===== src/rtl/tf_pkg.sv =====
package tf_pkg;
   localparam int TF_OFF_FEAT  = 1;
   localparam int TF_OFF_COUNT = 2;
   localparam int TF_OFF_HEAD  = 6;
   localparam int TF_OFF_CMD   = 7;
   localparam int TF_OFF_CTRL  = 14;
   localparam int TF_NIEN_BIT  = 1;
   localparam int TF_LBAM_BIT  = 6;
   localparam int TF_NTASK     = 8;

   typedef enum logic [1:0] {
      ACC_NONE = 2'd0,
      ACC_DATA = 2'd1,
      ACC_ODD  = 2'd2,
      ACC_LOW  = 2'd3
   } acc_e;
endpackage


===== src/rtl/tf_decode.sv =====
module tf_decode
   import tf_pkg::*;
#(
   parameter int ADDR_W = 4
) (
   input  logic [ADDR_W-1:0]    addr,
   input  logic [1:0]           sel,
   output acc_e                 kind,
   output logic [TF_NTASK-1:1]  hit,
   output logic                 hit_ctrl
);
   localparam logic [ADDR_W-1:0] A_ZERO = '0;
   localparam logic [ADDR_W-1:0] A_CTRL = ADDR_W'(TF_OFF_CTRL);

   for (genvar gi = 1; gi < TF_NTASK; gi++) begin : g_hit
      localparam logic [ADDR_W-1:0] A_I = ADDR_W'(gi);
      assign hit[gi] = (addr == A_I);
   end

   assign hit_ctrl = (addr == A_CTRL);

   always_comb begin
      if (addr == A_ZERO) begin
         if (sel[0])      kind = ACC_DATA;
         else if (sel[1]) kind = ACC_ODD;
         else             kind = ACC_NONE;
      end else begin
         kind = sel[0] ? ACC_LOW : ACC_NONE;
      end
   end
endmodule


===== src/rtl/tf_taskregs.sv =====
module tf_taskregs #(
   parameter int NREG = 6
) (
   input  logic                  clk,
   input  logic                  rst_n,
   input  logic                  busy,
   input  logic [NREG-1:0]       we,
   input  logic [7:0]            wbyte,
   output logic [NREG-1:0][7:0]  regs
);
   for (genvar gi = 0; gi < NREG; gi++) begin : g_reg
      always_ff @(posedge clk or negedge rst_n) begin
         if (!rst_n)                regs[gi] <= 8'h00;
         else if (we[gi] && !busy)  regs[gi] <= wbyte;
      end
   end
endmodule


===== src/rtl/tf_stat_irq.sv =====
module tf_stat_irq
   import tf_pkg::*;
(
   input  logic       clk,
   input  logic       rst_n,
   input  logic       cmd_we,
   input  logic       ctrl_we,
   input  logic       stat_rd,
   input  logic       ctl_done,
   input  logic [7:0] wbyte,
   output logic       busy_q,
   output logic       pend_q,
   output logic       cmd_stb,
   output logic [7:0] cmd_code,
   output logic       irq
);
   logic nien_q;

   always_ff @(posedge clk or negedge rst_n) begin
      if (!rst_n) begin
         busy_q   <= 1'b0;
         pend_q   <= 1'b0;
         cmd_stb  <= 1'b0;
         cmd_code <= 8'h00;
         nien_q   <= 1'b0;
      end else begin
         cmd_stb <= 1'b0;
         if (ctl_done && busy_q) begin
            busy_q <= 1'b0;
            pend_q <= 1'b1;
         end else if (cmd_we && !busy_q) begin
            busy_q   <= 1'b1;
            cmd_stb  <= 1'b1;
            cmd_code <= wbyte;
            pend_q   <= 1'b0;
         end else if (stat_rd) begin
            pend_q <= 1'b0;
         end
         if (ctrl_we) nien_q <= wbyte[TF_NIEN_BIT];
      end
   end

   assign irq = pend_q & ~nien_q;
endmodule


===== src/rtl/tf_regfile.sv =====
module tf_regfile
   import tf_pkg::*;
#(
   parameter int ADDR_W = 4,
   parameter int DATA_W = 16
) (
   input  logic              clk,
   input  logic              rst_n,
   input  logic [ADDR_W-1:0] host_addr,
   input  logic [1:0]        host_sel,
   input  logic              host_rd,
   input  logic              host_wr,
   input  logic [DATA_W-1:0] host_wdata,
   output logic [DATA_W-1:0] host_rdata,
   output logic              dp_rd_stb,
   output logic              dp_wr_stb,
   output logic [DATA_W-1:0] dp_wdata,
   input  logic [DATA_W-1:0] dp_rdata,
   input  logic              ctl_ready,
   input  logic              ctl_fault,
   input  logic              ctl_seek,
   input  logic              ctl_drq,
   input  logic              ctl_err,
   input  logic [7:0]        ctl_err_code,
   input  logic              ctl_done,
   output logic              cmd_stb,
   output logic [7:0]        cmd_code,
   output logic [7:0]        feat_o,
   output logic [7:0]        count_o,
   output logic [27:0]       lba_o,
   output logic              lba_mode_o,
   output logic              irq_o
);
   localparam int NREG  = TF_OFF_HEAD - TF_OFF_FEAT + 1;
   localparam int PAD_W = DATA_W - 8;

   if (DATA_W != 16) begin : g_bad_data
      $error("tf_regfile: DATA_W must be 16");
   end
   if (ADDR_W < 4) begin : g_bad_addr
      $error("tf_regfile: ADDR_W must be at least 4");
   end

   acc_e                kind;
   logic [TF_NTASK-1:1] hit;
   logic                hit_ctrl;
   logic [NREG-1:0]     tr_we;
   logic [NREG-1:0][7:0] regs;
   logic                busy_q;
   logic                pend_q;
   logic [7:0]          status;
   logic [7:0]          rd_byte;
   logic                low_wr;

   tf_decode #(.ADDR_W(ADDR_W)) u_dec (
      .addr(host_addr), .sel(host_sel), .kind(kind), .hit(hit), .hit_ctrl(hit_ctrl)
   );

   assign low_wr = host_wr && (kind == ACC_LOW);

   for (genvar gi = 0; gi < NREG; gi++) begin : g_we
      if (gi == 0) begin : g_feat
         assign tr_we[gi] = (low_wr && hit[TF_OFF_FEAT]) || (host_wr && kind == ACC_ODD);
      end else begin : g_task
         assign tr_we[gi] = low_wr && hit[gi + TF_OFF_FEAT];
      end
   end

   tf_taskregs #(.NREG(NREG)) u_regs (
      .clk(clk), .rst_n(rst_n), .busy(busy_q), .we(tr_we),
      .wbyte(host_wdata[7:0]), .regs(regs)
   );

   tf_stat_irq u_stat (
      .clk(clk), .rst_n(rst_n),
      .cmd_we(low_wr && hit[TF_OFF_CMD]),
      .ctrl_we(low_wr && hit_ctrl),
      .stat_rd(host_rd && kind == ACC_LOW && hit[TF_OFF_CMD]),
      .ctl_done(ctl_done), .wbyte(host_wdata[7:0]),
      .busy_q(busy_q), .pend_q(pend_q),
      .cmd_stb(cmd_stb), .cmd_code(cmd_code), .irq(irq_o)
   );

   assign status = {busy_q, ctl_ready, ctl_fault, ctl_seek, ctl_drq, 2'b00, ctl_err};

   always_comb begin
      rd_byte = 8'h00;
      if (hit[TF_OFF_FEAT]) rd_byte = ctl_err_code;
      for (int i = 1; i < NREG; i++) begin
         if (hit[i + TF_OFF_FEAT]) rd_byte = regs[i];
      end
      if (hit[TF_OFF_CMD] || hit_ctrl) rd_byte = status;
      case (kind)
         ACC_DATA: host_rdata = dp_rdata;
         ACC_ODD:  host_rdata = {{PAD_W{1'b0}}, ctl_err_code};
         ACC_LOW:  host_rdata = {{PAD_W{1'b0}}, rd_byte};
         default:  host_rdata = '0;
      endcase
   end

   assign dp_rd_stb  = host_rd && (kind == ACC_DATA);
   assign dp_wr_stb  = host_wr && (kind == ACC_DATA);
   assign dp_wdata   = host_wdata;
   assign feat_o     = regs[0];
   assign count_o    = regs[TF_OFF_COUNT - TF_OFF_FEAT];
   assign lba_o      = {regs[5][3:0], regs[4], regs[3], regs[2]};
   assign lba_mode_o = regs[5][TF_LBAM_BIT];
endmodule


===== config.mk =====
export PLATFORM = sky130hd
export DESIGN_NAME = tf_regfile
export DESIGN_NICKNAME = d
export VERILOG_FILES = /design/src/rtl/tf_pkg.sv /design/src/rtl/tf_decode.sv /design/src/rtl/tf_taskregs.sv /design/src/rtl/tf_stat_irq.sv /design/src/rtl/tf_regfile.sv
export SDC_FILE = /design/constraint.sdc
export NUM_CORES = 1
export LEC_CHECK = 0
export BUFFER_PORTS_ARGS = -buffer_cell sky130_fd_sc_hd__buf_2
export CAP_MARGIN = 20
export CORE_ASPECT_RATIO = 1.1
export CORE_MARGIN = 2
export CORE_UTILIZATION = 49
export CTS_CLUSTER_SIZE = 28
export DETAILED_ROUTE_END_ITERATION = 10
export PLACE_DENSITY_LB_ADDON = 0.15
export SLEW_MARGIN = 20
export SYNTH_ARGS = -nofsm -noshare
export SYNTH_HDL_FRONTEND = slang
export SYNTH_SLANG_ARGS = --single-unit

===== constraint.sdc =====
create_clock -name clk -period 2.98 [get_ports clk]
set_input_delay 0.596 -clock clk [delete_from_list [all_inputs] [get_ports clk]]
set_output_delay 0.596 -clock clk [all_outputs]
set_load 0.005 [all_outputs]

==> flow_summary.yaml, run 1 <==
final_layout:
  fill_cells: 667
  drive_above_1_share_pct: 55.9
  areaGrowthSynthToFinish_pct: 17.4
  fin_nets: 477
  n_antenna_cell: 0
  finalInstanceArea_um2: 4280
worst_setup_path:
  reg2reg_from: "u_stat.busy_q"
  cp.arrival_ns: 2.15
  worst-path-buf-inv: 3
  cpMostUsedCell: "buf_2"
  crit_family: "simple AND/OR/NAND/NOR gates"
  reg2reg_slack_ns: 0.81
  crit_chain: "buf_2, buf_4, nand2b_1, or3_1, a41o_1, o2bb2ai_1, buf_2"
  critical_path_class: "in2out"
  critPathSlowestCell: "or3_1"
  required_ns: 2.38
  critical-path-max-stage-delay_ns: 0.37
  timing.rr.end: "u_regs.regs[30]"
  path_max_fanout: 24
  worstSetupEndpointType: "output pin"
  critPathLaunchType: "input port"
  path_depth: 7
  r2r_cells: 3
timing:
  hold_ws_ns: 0.258
  max_freq_mhz: 364
  slew-limit-headroom_pct: 58.8
  setup_tns_ns: 0
  worstMarginPinSlew_ns: 0.616
  worst_clock_skew_ns: 0.00713
  setup_violations: 0
  final.period_utilization_pct: 92.2
  fin_crit_ns: 2.75
  hold_viol: 0
  drv_slew: 0
  rsz0062_at_grt: "false"
die:
  core_um2: 7350
  io_pins: 145
  dieHeight_um: 94.5
  placementRows: 33
  die_width_um: 86.3
  die-area_um2: 8150
  start_util_pct: 49.6
grt:
  grt_pass1_vias: 2794
  grt_pass1_wl_um: 14800
  grt.overflow.total: 0
  grt_max_degree: 61
  antenna_found_initial: 0
  track_usage_pct: 24.1
yosys:
  synth_top_area_share_pct: 41.2
  yosysTopAreaCell: "dfrtp_1"
  ys_seq_area_share_pct: 41.2
  synth_edf_count: 0
  synth.distinct_cells: 47
  netlist_instances: 338
  synth_common_cells: "mux2_2 (63), buf_4 (60), dfrtp_1 (60)"
  yosys_warnings: 0
  ys_ff_latch: 60
  synth.top_cells.by_area: "dfrtp_1 (41%), mux2_2 (19%), buf_4 (12%)"
  syn_area_per_cell_um2: 10.8
  synthFlopType: "dfrtp_1"
  async_flop_share_pct: 100
  synthesis.nets: 394
  syn_area_um2: 3650
  synth_most_common_cell: "mux2_2"
placement:
  port_buffers: 128
  place_congestion: 0.827
  dp_hpwl_um: 7120
  dpl_cell_area_um2: 4050
detailed_routing:
  wl_per_cell_um: 18.8
  dr.pass1.iters: 4
  drc: 0
  drt-total-wl_um: 9640
  ant_nets: 0
  vias_per_cell: 5.68
  num_vias: 2912
  drtIter0Drc: 182
clock_network:
  h-tree-depth: 3
  cts_tree: "built"
  postCtsSetupRepairBufs: 0
  cts_sinks: 60
  path_clk_slew_ns: 0.07
  cts-root-buf: "clkbuf_8"
  cts_resized: 0
  numCtsBuffers: 9
  cts_hold_buffers: 0
  clockBufferDepth: 2
  clk_latency_ns: 0.33
worst_hold_path:
  hp-class: "in2async"
power_and_ir_drop:
  finalPower_w: 0.00246
  p_leak_nw: 2.16
  max-vdd-ir-drop_uv: 319
  power.density_nw_per_um2: 575
run_status:
  status: "finished, final reports clean"
flow_run:
  drv_cap: 0
[area by class of cell]
class	count	area, um2	area share (%)
Multi-Input combinational cell	193	1600	37.3
Sequential cell	60	1500	35.1
Timing Repair Buffer	151	826	19.3
Clock buffer	11	141	3.30
Tap cell	87	109	2.54
Clock inverter	5	85.1	1.99
Inverter	6	22.5	0.526
[per-layer routing]
metal | track usage, % | wire length (um) | up-vias
li1 | - | - | 1348
met1 | 33.6 | 4100 | 1444
met2 | 37.6 | 4710 | 105
met3 | 5.33 | 674 | 15
met4 | 7.81 | 156 | 0
met5 | 0 | 0 | -
[worst max path at each step]
stage / from / slack [ns] / end
global route: host_addr[1] / 0.1 / host_rdata[4]
detailed placement: host_addr[1] / 0.25 / host_rdata[4]
global placement: host_addr[1] / 0.29 / host_rdata[4]
CTS: host_addr[1] / 0.25 / host_rdata[4]
floorplan: host_addr[0] / 0.47 / host_rdata[0]
finish: host_addr[1] / 0.23 / host_rdata[4]
[cell families after synthesis]
kind of cell           count (synthesis)  synth area share [%]
AO/OA/AOI/OAI                         67                  12.6
XOR/XNOR                               1                 0.240
buffers and inverters                 85                  15.1
flip-flops                            60                  41.2
multiplexers                          64                  19.7
AND/OR/NAND/NOR                       61                  11.2
[layout by cell type, fill, tap and decap left out, types with 2 or more instances in the layout]
cell	instances
buf_2	128
mux2_2	63
dfrtp_1	60
buf_4	22
a21oi_1	11
nand2_1	10
and3_1	10
clkbuf_8	10
o21ai_0	8
o21bai_1	8
a22oi_1	7
inv_1	6
o22ai_1	6
a211oi_1	6
a31oi_1	6
nand3b_1	6
nor2b_1	5
nor2_1	4
nor3_1	4
nand2b_1	3
o311ai_0	3
a221oi_1	3
or3_1	2
nor3b_1	2
o221ai_1	2
nor2_2	2
nor3_2	2
clkinv_4	2
bufinv_16	2
[registers in the layout (all words and copies together), names as in the netlist]
register / cells
u_stat.busy_q: 1
u_stat.nien_q: 1
u_stat.cmd_stb: 1
u_stat.cmd_code: 8
u_stat.pend_q: 1
u_regs.regs: 48
[metrics by stage]
step | setup WS (ns) | utilization [%] | cells
2_1_floorplan | 0.473 | - | 338
3_3_place_gp | 0.290 | 55.2 | 497
3_5_place_dp | 0.252 | 55.2 | 497
4_1_cts | 0.247 | 58.2 | 513
5_1_grt | 0.0981 | 58.2 | 513
6_report | 0.233 | 58.2 | 513
[worst reg2reg max path, cell delays in order, from the launching register on]
cell	delay, ns
dfrtp_1	0.41
or4b_1	0.69
nor3_4	0.55
mux2_2	0.41
[where the power goes]
part / internal [W] / switching (W) / leakage [nW]
Sequential: 0.000975 / 0.000107 / 0.771
Clock: 0.000497 / 0.000324 / 0.110
Combinational: 0.000312 / 0.000247 / 1.28
Total: 0.00178 / 0.000678 / 2.16
Note: power is estimated with default switching activity, not from simulation.
==> run 2: changes to the inputs <==
--- a/config.mk
+++ b/config.mk
@@ -5,11 +5,12 @@
 export SDC_FILE = /design/constraint.sdc
 export NUM_CORES = 1
 export LEC_CHECK = 0
+export ABC_AREA = 1
 export BUFFER_PORTS_ARGS = -buffer_cell sky130_fd_sc_hd__buf_2
 export CAP_MARGIN = 20
 export CORE_ASPECT_RATIO = 1.1
 export CORE_MARGIN = 2
-export CORE_UTILIZATION = 49
+export CORE_UTILIZATION = 48
 export CTS_CLUSTER_SIZE = 28
 export DETAILED_ROUTE_END_ITERATION = 10
 export PLACE_DENSITY_LB_ADDON = 0.15
==> run 2 against run 1 <==
Synthesized cell count up 30%; sequential power about the same; cell count up 17%; clock skew down 0.0013 ns; critical path type unchanged; critical endpoint unchanged; highest routed layer unchanged.
==> flow_summary.yaml, run 2 <==
run_status:
  status: "finished, final reports clean"
flow_run:
  drv_cap: 0
yosys:
  ys_ff_latch: 60
  synth.distinct_cells: 26
  yosysTopAreaCell: "dfrtp_1"
  synth_top_area_share_pct: 43.4
  synth_edf_count: 0
  synth_common_cells: "nand2_1 (112), buf_4 (60), dfrtp_1 (60)"
  syn_area_per_cell_um2: 7.88
  async_flop_share_pct: 100
  synth_compound_area_share_pct: 14.0
  yosys.area_share.simple_pct: 23.3
  synth_most_common_cell: "nand2_1"
  yosys_warnings: 0
  syn_area_um2: 3460
  synth.top_cells.by_area: "dfrtp_1 (43%), buf_4 (13%), nand2_1 (12%)"
  synthFlopType: "dfrtp_1"
  synth_top_family_by_area: "simple AND/OR/NAND/NOR gates"
  ys_seq_area_share_pct: 43.4
  netlist_instances: 439
  synth_mux_area_share_pct: 0
  synth-xor-area-share_pct: 0
  synthesis.nets: 495
  synthAdderAreaFrac_pct: 0
clock_network:
  postCtsSetupRepairBufs: 0
  path_clk_slew_ns: 0.06
  h-tree-depth: 3
  numCtsBuffers: 9
  cts_resized: 0
  clockBufferDepth: 2
  cts_hold_buffers: 0
  clk_latency_ns: 0.34
  cts_sinks: 60
  cts-root-buf: "clkbuf_8"
  cts_tree: "built"
grt:
  antenna_found_initial: 0
  grt.overflow.total: 0
  grt_pass1_vias: 2873
  track_usage_pct: 24.9
  grt_pass1_wl_um: 15000
  grt_max_degree: 61
detailed_routing:
  ant_nets: 0
  num_vias: 3067
  drtIter0Drc: 199
  drt-total-wl_um: 9340
  vias_per_cell: 5.09
  wl_per_cell_um: 15.5
  dr.pass1.iters: 5
  drc: 0
final_layout:
  areaGrowthSynthToFinish_pct: 13.1
  drive_above_1_share_pct: 34.4
  finalInstanceArea_um2: 3910
  regMostFlops: "u_regs.regs"
  fin_nets: 568
  n_antenna_cell: 0
  largest_reg_flops: 48
  final_cell_mix: "buf_2 (128), nand2_1 (112), dfrtp_1 (60)"
  final_common_cell: "buf_2"
  top_regs: "u_regs.regs x48, u_stat.cmd_code x8"
timing:
  worstMarginPinSlew_ns: 0.498
  setup_violations: 0
  slew-limit-headroom_pct: 66.7
  hold_ws_ns: 0.250
  max_freq_mhz: 403
  setup_tns_ns: 0
  final.period_utilization_pct: 83.3
  worst_clock_skew_ns: 0.00583
  rsz0062_at_grt: "false"
  drv_slew: 0
  hold_viol: 0
  fin_crit_ns: 2.48
die:
  io_pins: 145
  start_util_pct: 49.4
  die-area_um2: 7900
  dieHeight_um: 93.0
  die_width_um: 84.9
  placementRows: 32
  core_um2: 7010
worst_setup_path:
  worstSetupEndpointType: "output pin"
  required_ns: 2.38
  critPathLaunchType: "input port"
  cp.arrival_ns: 1.89
  critical_path_class: "in2out"
  r2r_cells: 6
  path_max_fanout: 8
power_and_ir_drop:
  power.density_nw_per_um2: 571
  max-vdd-ir-drop_uv: 316
  p_leak_nw: 2.19
worst_hold_path:
  hp-class: "in2async"
placement:
  dpl_cell_area_um2: 3730
  dp_hpwl_um: 7050
  port_buffers: 128
  place_congestion: 0.936
[run 2: cell types whose count changed after synthesis, moves of 14 or more]
cell and delta:
clkbuf_1 -14, inv_1 +30, mux2_2 -63, nand2_1 +102, nor2_1 +34, o21ai_1 +52
[run 2: report_power, final]
group / internal (W) / total, W / switching, W / leakage (nW)
logic: 0.000227 / 0.000488 / 0.000260 / 1.32
clock network: 0.000344 / 0.000660 / 0.000316 / 0.0961
registers: 0.000968 / 0.00109 / 0.000118 / 0.780
[run 2: cell families (layout without fill, tap and decap cells)]
group / count (synthesis) / in the layout
AND/OR/NAND/NOR: 182 / 182
flip-flops: 60 / 60
buffers and inverters: 113 / 191
AO/OA/AOI/OAI: 84 / 84
[run 2: through the flow]
| step | worst slack [ns] | std cells | util (%) | power (W) |
|---|---|---|---|---|
| 4_1_cts | 0.497 | 602 | 55.8 | 0.00225 |
| 2_1_floorplan | 0.933 | 439 | - | 0.00147 |
| 6_report | 0.499 | 602 | 55.8 | 0.00223 |
| 3_5_place_dp | 0.499 | 586 | 53.3 | 0.00159 |
| 3_3_place_gp | 0.523 | 586 | 53.3 | 0.00158 |
| 5_1_grt | 0.328 | 602 | 55.8 | 0.00238 |
[run 2: final timing paths]
check / endpoint / from / slack [ns]
worst min-delay path: u_stat.cmd_stb / rst_n / 0.25
min in group clk: u_stat.busy_q / ctl_done / 0.44
worst max-delay path: host_rdata[4] / host_addr[0] / 0.50
worst max register to register: u_regs.regs[18] / u_stat.busy_q / 1.33
max in group asynchronous: u_regs.regs[18] / rst_n / 2.45
worst min register to register: u_regs.regs[4] / u_regs.regs[4] / 0.49
[run 2: worst max-delay path: stages]
cell     delay, ns
buf_2         0.13
inv_2         0.09
nand2_1       0.18
o21ai_2       0.38
inv_2         0.13
nor2_1        0.10
nor2_1        0.05
nand2_1       0.07
nand2_1       0.04
buf_2         0.12
[run 2: final cells by class]
type	count	area, um2
clock buffer	12	155
clock inverter	4	23.8
inverter	46	173
tap	85	106
multi-input combinational	266	1290
sequential	60	1500
timing repair buffer	129	661
fill	709	3090
[run 2: metal layers]
layer	part of all wire, %	track usage, %
met2	45	38.5
met1	44	33.8
met3	9.1	6.44
met4	2.1	9.39
met5	0	0
